## config.mk

```make
export PLATFORM = sky130hd
export DESIGN_NAME = scfg_port
export DESIGN_NICKNAME = d
export VERILOG_FILES = /design/src/rtl/scfg_pkg.sv /design/src/rtl/scfg_sync.sv /design/src/rtl/scfg_shifter.sv /design/src/rtl/scfg_regfile.sv /design/src/rtl/scfg_port.sv
export SDC_FILE = /design/constraint.sdc
export NUM_CORES = 1
export LEC_CHECK = 0
export BUFFER_PORTS_ARGS = -buffer_cell sky130_fd_sc_hd__buf_2
export CAP_MARGIN = 10
export CORE_ASPECT_RATIO = 0.8
export CORE_UTILIZATION = 58
export DETAILED_ROUTE_END_ITERATION = 8
export PLACE_DENSITY = 0.93
export SYNTH_ARGS = -nofsm -noshare
export SYNTH_HDL_FRONTEND = slang
export SYNTH_SLANG_ARGS = --single-unit
```

## constraint.sdc

```tcl
create_clock -name clk -period 7.1 [get_ports clk]
set_clock_uncertainty 0.1 [all_clocks]
set_input_delay 0 -clock clk [delete_from_list [all_inputs] [get_ports clk]]
set_output_delay 0 -clock clk [all_outputs]
set_load 0.02 [all_outputs]
```

## src/rtl/scfg_pkg.sv

```systemverilog
package scfg_pkg;
  localparam int AW    = 7;
  localparam int DW    = 8;
  localparam int FRAME = AW + 1 + DW;
  localparam int NREG  = 12;
  localparam int CW    = $clog2(FRAME + 2);

  localparam int IX_PD = 0, IX_CUT = 1, IX_BST = 2, IX_THD = 3, IX_THS = 4, IX_CA = 5;
  localparam int IX_SN = 6, IX_SM = 7, IX_VCO = 8, IX_WIN = 9, IX_PRE = 10, IX_CB = 11;

  localparam logic [AW-1:0] REG_ADDR [NREG] = '{
    7'h02, 7'h03, 7'h0B, 7'h0A, 7'h12, 7'h1A,
    7'h06, 7'h0E, 7'h04, 7'h05, 7'h0D, 7'h0C};

  localparam logic [DW-1:0] REG_MASK [NREG] = '{
    8'hFF, 8'h7F, 8'h7F, 8'hFF, 8'hFF, 8'h7F,
    8'h7F, 8'hFF, 8'h7F, 8'h3F, 8'h0F, 8'hFF};
endpackage

```

## src/rtl/scfg_sync.sv

```systemverilog
module scfg_sync #(
  parameter int W = 1
) (
  input  logic         clk,
  input  logic         rst_n,
  input  logic [W-1:0] d_async,
  output logic [W-1:0] q
);
  for (genvar i = 0; i < W; i++) begin : g_bit
    logic [1:0] stg;
    always_ff @(posedge clk or negedge rst_n) begin
      if (!rst_n) stg <= '0;
      else        stg <= {stg[0], d_async[i]};
    end
    assign q[i] = stg[1];
  end
endmodule

```

## src/rtl/scfg_shifter.sv

```systemverilog
module scfg_shifter
  import scfg_pkg::*;
(
  input  logic          clk,
  input  logic          rst_n,
  input  logic          en_s,
  input  logic          sclk_s,
  input  logic          dat_s,
  output logic          wr_stb,
  output logic [AW-1:0] wr_addr,
  output logic [DW-1:0] wr_data,
  output logic [CW-1:0] bit_cnt
);
  localparam logic [CW-1:0] CNT_FULL = CW'(FRAME);
  localparam logic [CW-1:0] CNT_VOID = CW'(FRAME + 1);

  logic             en_q, sclk_q;
  logic [FRAME-1:0] sr, sr_nxt;
  logic [CW-1:0]    cnt_nxt;
  logic             stb_nxt, sclk_rise, en_fall;

  assign sclk_rise = en_s & sclk_s & ~sclk_q;
  assign en_fall   = en_q & ~en_s;

  always_comb begin
    cnt_nxt = bit_cnt;
    sr_nxt  = sr;
    if (!en_s) begin
      cnt_nxt = '0;
    end else if (sclk_rise && bit_cnt != CNT_VOID) begin
      cnt_nxt = bit_cnt + 1'b1;
      if (bit_cnt < CNT_FULL) sr_nxt = {dat_s, sr[FRAME-1:1]};
    end
    stb_nxt = en_fall && (bit_cnt == CNT_FULL);
  end

  always_ff @(posedge clk or negedge rst_n) begin
    if (!rst_n) begin
      en_q    <= 1'b0;
      sclk_q  <= 1'b0;
      bit_cnt <= '0;
      sr      <= '0;
      wr_stb  <= 1'b0;
    end else begin
      en_q    <= en_s;
      sclk_q  <= sclk_s;
      bit_cnt <= cnt_nxt;
      sr      <= sr_nxt;
      wr_stb  <= stb_nxt;
    end
  end

  assign wr_addr = sr[AW-1:0];
  assign wr_data = sr[FRAME-1:AW+1];
endmodule

```

## src/rtl/scfg_regfile.sv

```systemverilog
module scfg_regfile
  import scfg_pkg::*;
(
  input  logic               clk,
  input  logic               rst_n,
  input  logic               wr_stb,
  input  logic [AW-1:0]      wr_addr,
  input  logic [DW-1:0]      wr_data,
  output logic [NREG-1:0]    sel,
  output logic [NREG*DW-1:0] regs_flat
);
  for (genvar i = 0; i < NREG; i++) begin : g_reg
    logic [DW-1:0] val, val_nxt;
    assign sel[i] = wr_stb && (wr_addr == REG_ADDR[i]);
    always_comb begin
      val_nxt = val;
      if (sel[i]) val_nxt = wr_data & REG_MASK[i];
    end
    always_ff @(posedge clk or negedge rst_n) begin
      if (!rst_n) val <= '0;
      else        val <= val_nxt;
    end
    assign regs_flat[i*DW +: DW] = val;
  end
endmodule

```

## src/rtl/scfg_port.sv

```systemverilog
module scfg_port
  import scfg_pkg::*;
(
  input  logic          clk,
  input  logic          rst_n,
  input  logic          ser_en,
  input  logic          ser_clk,
  input  logic          ser_dat,
  output logic [DW-1:0] pwr_dn,
  output logic [DW-1:0] flt_cut,
  output logic [DW-1:0] flt_boost,
  output logic [DW-1:0] thr_data,
  output logic [DW-1:0] thr_servo,
  output logic [DW-1:0] ctl_a,
  output logic [DW-1:0] syn_n,
  output logic [DW-1:0] syn_m,
  output logic [DW-1:0] vco_ctr,
  output logic [DW-1:0] win_shift,
  output logic [DW-1:0] wr_precomp,
  output logic [DW-1:0] ctl_b
);
  logic [1:0]         rst_stg;
  logic               rst_n_int;
  logic [2:0]         sync_q;
  logic               en_s, sclk_s, dat_s;
  logic               wr_stb;
  logic [AW-1:0]      wr_addr;
  logic [DW-1:0]      wr_data;
  logic [CW-1:0]      bit_cnt;
  logic [NREG-1:0]    sel;
  logic [NREG*DW-1:0] regs_flat;

  always_ff @(posedge clk or negedge rst_n) begin
    if (!rst_n) rst_stg <= '0;
    else        rst_stg <= {rst_stg[0], 1'b1};
  end
  assign rst_n_int = rst_stg[1];

  scfg_sync #(.W(3)) u_sync (
    .clk(clk), .rst_n(rst_n_int),
    .d_async({ser_dat, ser_clk, ser_en}), .q(sync_q));
  assign {dat_s, sclk_s, en_s} = sync_q;

  scfg_shifter u_shift (
    .clk(clk), .rst_n(rst_n_int), .en_s(en_s), .sclk_s(sclk_s), .dat_s(dat_s),
    .wr_stb(wr_stb), .wr_addr(wr_addr), .wr_data(wr_data), .bit_cnt(bit_cnt));

  scfg_regfile u_rf (
    .clk(clk), .rst_n(rst_n_int), .wr_stb(wr_stb), .wr_addr(wr_addr),
    .wr_data(wr_data), .sel(sel), .regs_flat(regs_flat));

  assign pwr_dn     = regs_flat[IX_PD*DW  +: DW];
  assign flt_cut    = regs_flat[IX_CUT*DW +: DW];
  assign flt_boost  = regs_flat[IX_BST*DW +: DW];
  assign thr_data   = regs_flat[IX_THD*DW +: DW];
  assign thr_servo  = regs_flat[IX_THS*DW +: DW];
  assign ctl_a      = regs_flat[IX_CA*DW  +: DW];
  assign syn_n      = regs_flat[IX_SN*DW  +: DW];
  assign syn_m      = regs_flat[IX_SM*DW  +: DW];
  assign vco_ctr    = regs_flat[IX_VCO*DW +: DW];
  assign win_shift  = regs_flat[IX_WIN*DW +: DW];
  assign wr_precomp = regs_flat[IX_PRE*DW +: DW];
  assign ctl_b      = regs_flat[IX_CB*DW  +: DW];
endmodule

```

### Word-level counts from Yosys, hierarchy flattened

Index checks and enable logic that the tools add are counted.
W data, S select, Z words.

| word-level totals | value |
|---|---|
| register bits | 117 |
| input port bits | 5 |
| word-level logic and storage cells | 60 |

| operators by class | value |
|---|---|
| $add $sub $neg | 1 |
| magnitude comparators | 1 |
| eq/ne operators | 15 |
| muxes and demuxes | 2 |
| bitwise logic cells | 5 |
| reductions and logical operators | 15 |

Operator list:

| operator | number |
|---|---|
| $eq A7 B4 Y1 const B | 5 |
| $eq A7 B3 Y1 const B | 3 |
| $eq A7 B2 Y1 const B | 2 |
| $eq A7 B5 Y1 const B | 2 |
| $logic_and A1 B1 Y1 | 14 |
| $mux W5 | 2 |
| $add A5 B1 Y5 const B | 1 |
| $eq A5 B5 Y1 const B | 1 |
| $lt A5 B5 Y1 const B | 1 |
| $ne A5 B5 Y1 const B | 1 |
| $and A1 B1 Y1 | 3 |
| $reduce_and A3 Y1 | 1 |
| $ne A2 B1 Y1 const B | 1 |
| $not A1 Y1 | 2 |

### Depth between registers and ports, before layout

| logic depth | value |
|---|---|
| depth after elaboration | 5 |
| gate-level depth with buffers | 5 |
| depth with buffers taken out | 5 |

### Modules after synthesis

A second synthesis with hierarchy kept.

| unflattened totals | value |
|---|---|
| cells, all modules | 323 |
| area total of the unflattened synthesis | 4895.9 µm² |

By module, submodules not included:

| module | instances | cells each | area each (µm²) | sequential area each (µm²) |
|---|---|---|---|---|
| scfg_regfile | 1 | 225 | 3479.6 | 2127.0 |
| scfg_shifter | 1 | 86 | 1189.9 | 600.6 |
| scfg_sync | 1 | 9 | 172.7 | 150.1 |
| scfg_port | 1 | 3 | 53.8 | 50.0 |

### Least setup slack after synthesis

No wires, ideal clock.

| path | value |
|---|---|
| path kind | register to register |
| from | register u_shift.sr[5] |
| to | register u_rf.g_reg[9].val[0] |
| data arrival time | 1.636 ns |
| slack | 5.239 ns |
| cell stages (with the launch flop) | 4 |
| buffers on the path | 0 |
| cell sequence | dfrtp_1 or4b_4 nor3_4 mux2_2 |

| between the ends | value |
|---|---|
| cells in the longest elaborated chain, start to end | 2 |

Ends and longest elaborated chain:

| item | line | source |
|---|---|---|
| start, declared | scfg_shifter.sv:18 | `logic [FRAME-1:0] sr, sr_nxt;` |
| start signal, assigned | scfg_shifter.sv:48 | `sr <= sr_nxt;` |
| $eq A7 B3 Y1 | scfg_regfile.sv:14 | `assign sel[i] = wr_stb && (wr_addr == REG_ADDR[i]);` |
| $logic_and A1 B1 Y1 | scfg_regfile.sv:14 |  |
| end signal, assigned | scfg_regfile.sv:21 | `else val <= val_nxt;` |
| end, declared | scfg_regfile.sv:13 | `logic [DW-1:0] val, val_nxt;` |

Every way passes these cells.
A chain may end at the register's enable or synchronous reset.

### Final worst setup path

| path | value |
|---|---|
| from | register u_shift.sr[1] |
| to | register u_rf.g_reg[4].val[5] |

| between the ends | value |
|---|---|
| cells in the longest elaborated chain, start to end | 2 |

Ends and longest elaborated chain:

| item | line |
|---|---|
| $eq A7 B5 Y1 | scfg_regfile.sv:14 |
| $logic_and A1 B1 Y1 | scfg_regfile.sv:14 |
| end signal, assigned | scfg_regfile.sv:21 |
| end, declared | scfg_regfile.sv:13 |

Every way passes these cells.

==> reports/metrics.cfg <==
[setup_path]
critPathBufInv=0
arrival_ns=2.48
start_kind=flop
critPathKind=flop to flop
worstSetupEndpointType=flop
crit_fanout=9
critical_path.top_delay_family=simple AND/OR/NAND/NOR gates
required_ns=7.39
worstPathCellList=nor2b_1 -> nand4_1 -> mux2_2
crit_path_max_incr_delay_ns=0.60
cpMaxStageDelayCell=nand4_1

[hold_path]
hold_path_class=input port to flop

[status]
outcome=completed

[route]
final_antenna_net_count=0
wirelength_mm=9.53
drc=0
drtIter0Drc=146
vias=2811
viasPerCell=5.45
dr.pass1.iters=4
wire_per_inst_um=18.5

[cts]
cts_made_buffers=17
clock_sinks=117
cts_tree=yes
cts_setup_buffers=0
cts_root_buf=clkbuf_8
clockBufferDepth=2
clkSlewWorstSetupHoldPaths_ns=0.06
htreeDepth=4
clock_latency_ns=0.51

[finish]
final_common_cell=dfrtp_1
design_area_mm2=0.00581
fillerInstances=478
layout_common_cells=dfrtp_1 (116), mux2_2 (101), buf_2 (89)
syn_to_final_growth_pct=24.7
insertedDiodeCount=0
fin_nets=406
drive_above_1_share=0.577
finish.utilization=0.764
final_cells=516

[floorplanning]
die_x_um=102
die_h_um=82.2
die_area_mm2=0.00840
num_rows=28
start_util=0.613
core_region_area_mm2=0.00760
boundaryPins=101

[timing]
worst_pin_slew_ns=0.990
rsz0062_at_grt=false
finalSetupViolations=0
maxSlewViolCount=0
hold_violations=0
fin_crit_ns=2.20
slew_headroom=0.340
fmax_mhz=455
min_period_over_period=0.309
fin_setup_tns_ns=0

[yosys]
yosys.area.top_type=dfrtp_1
synth_cell_types=35
synth_seq_cells=117
syn-instance-count=297
syn_avg_cell_area_um2=15.7
synth.area.top_cells=dfrtp_1 (63%), mux2_2 (24%), buf_4 (1.9%)
synth_seq_area_share=0.628
syn_area_mm2=0.00466
synth_top_area_share=0.628
yosysWarningCount=0

[global_route]
grt_antenna_before_repair=0
grtUsageTotal=0.250
grt_pass1_vias=2786
grt-ovfl-total=0
grt_pass1_wl_mm=15.0
grt_max_degree=83

[placed_design]
place_hpwl_mm=5.81
placed_area_mm2=0.00513
dp_cells=478
portBuffers=89
gp_congestion=0.852

[flow_run]
maxCapViolCount=0

[power]
powerDensity_mw_per_mm2=295
ir_worst_vdd_v=0.000189
cellLeakagePower_nw=3.17

cell usage after synthesis, drive strengths merged:
| cell | number |
|---|---|
| and2b | 1 |
| and3b | 1 |
| and4b | 1 |
| buf | 20 |
| clkbuf | 4 |
| conb | 2 |
| dfrtp | 117 |
| ha | 3 |
| inv | 2 |
| mux2 | 101 |
| mux2i | 4 |
| nand2 | 8 |
| nand2b | 2 |
| nand3 | 4 |
| nand3b | 3 |
| nand4 | 4 |
| nand4b | 4 |
| nor2 | 3 |
| nor2b | 3 |
| nor3 | 2 |
| nor3b | 3 |
| nor4b | 1 |
| nor4bb | 1 |
| o21a | 1 |
| o21ai | 1 |
| or4b | 1 |
metrics by stage:
stage	hold slack, ns	power [mW]	worst slack, ns
after detailed placement	-0.311	0.844	4.80
after CTS	0.0169	1.72	4.77
after global placement	-0.312	0.841	4.98
after global routing	0.0222	1.77	4.83
after floorplan	-0.396	0.806	3.50
final	0.0286	1.71	4.90
per-layer routing:
layer  share of wire  track usage  routed length (µm)  vias up
met5               0            0                   0        -
met1            0.44        0.325                4210     1461
met3           0.073        0.102                 700       13
met4           0.010       0.0800                  98        0
li1                -            -                   -     1228
met2            0.47        0.386                4510      109
flip-flops by register name, summed over array words and instances, names as in the netlist:
| name | flops |
|---|---|
| rst_stg | 2 |
| u_shift.wr_stb | 1 |
| u_sync.g_bit.stg | 6 |
| u_rf.g.val | 85 |
| u_shift.sr | 16 |
| u_shift.sclk_q | 1 |
| u_shift.bit_cnt | 5 |
| u_shift.en_q | 1 |
final timing paths:
path	depth (start not counted)	end	slack [ns]	from
setup / recovery	3	u_rf.g_reg[4].val[5]$_DFFE_PN0P_	4.90	u_shift.sr[1]$_DFFE_PN0P_
hold / removal	2	u_sync.g_bit[1].stg[0]$_DFF_PN0_	0.03	ser_clk
setup reg to reg	3	u_rf.g_reg[4].val[5]$_DFFE_PN0P_	4.90	u_shift.sr[1]$_DFFE_PN0P_
hold reg to reg	0	u_rf.g_reg[6].val[4]$_DFFE_PN0P_	0.17	rst_stg[1]$_DFF_PN0_
max in group asynchronous	1	u_shift.en_q$_DFF_PN0_	5.39	rst_stg[1]$_DFF_PN0_
min in group asynchronous	0	u_rf.g_reg[6].val[4]$_DFFE_PN0P_	0.17	rst_stg[1]$_DFF_PN0_
what timing repair did:
action,CTS,global route
gates resized for setup,0,0
endpoints found under the hold margin,5,0
hold buffers,5,0
kinds of logic (layout without fill, tap and decap cells):
kind of cell | after synthesis | after routing | share of synthesized area
muxes | 105 | 105 | 0.253
AOI/OAI and AO/OA | 2 | 2 | 0.00268
other | 2 | 12 | 0.00161
DFF | 117 | 117 | 0.628
adders and majority gates | 3 | 3 | 0.00806
and+or+nand+nor | 42 | 42 | 0.0717
buffers and inverters | 26 | 130 | 0.0349
power breakdown:
group	switching, mW	internal [mW]	total [mW]	leakage (nW)
registers	0.0961	0.691	0.787	1.60
clock network	0.304	0.571	0.875	0.298
logic	0.0238	0.0261	0.0500	1.28
total	0.424	1.29	1.71	3.17
cell type report:
class / count / area, µm² / share of cell area
Tap cell: 105 / 131 / 0.0226
Timing Repair Buffer: 96 / 514 / 0.0885
Inverter: 2 / 7.51 / 0.00129
Multi-Input combinational cell: 164 / 1610 / 0.277
Clock inverter: 15 / 203 / 0.0349
Sequential cell: 117 / 2930 / 0.505
Clock buffer: 17 / 414 / 0.0713
(Power assumes the default switching activity.)
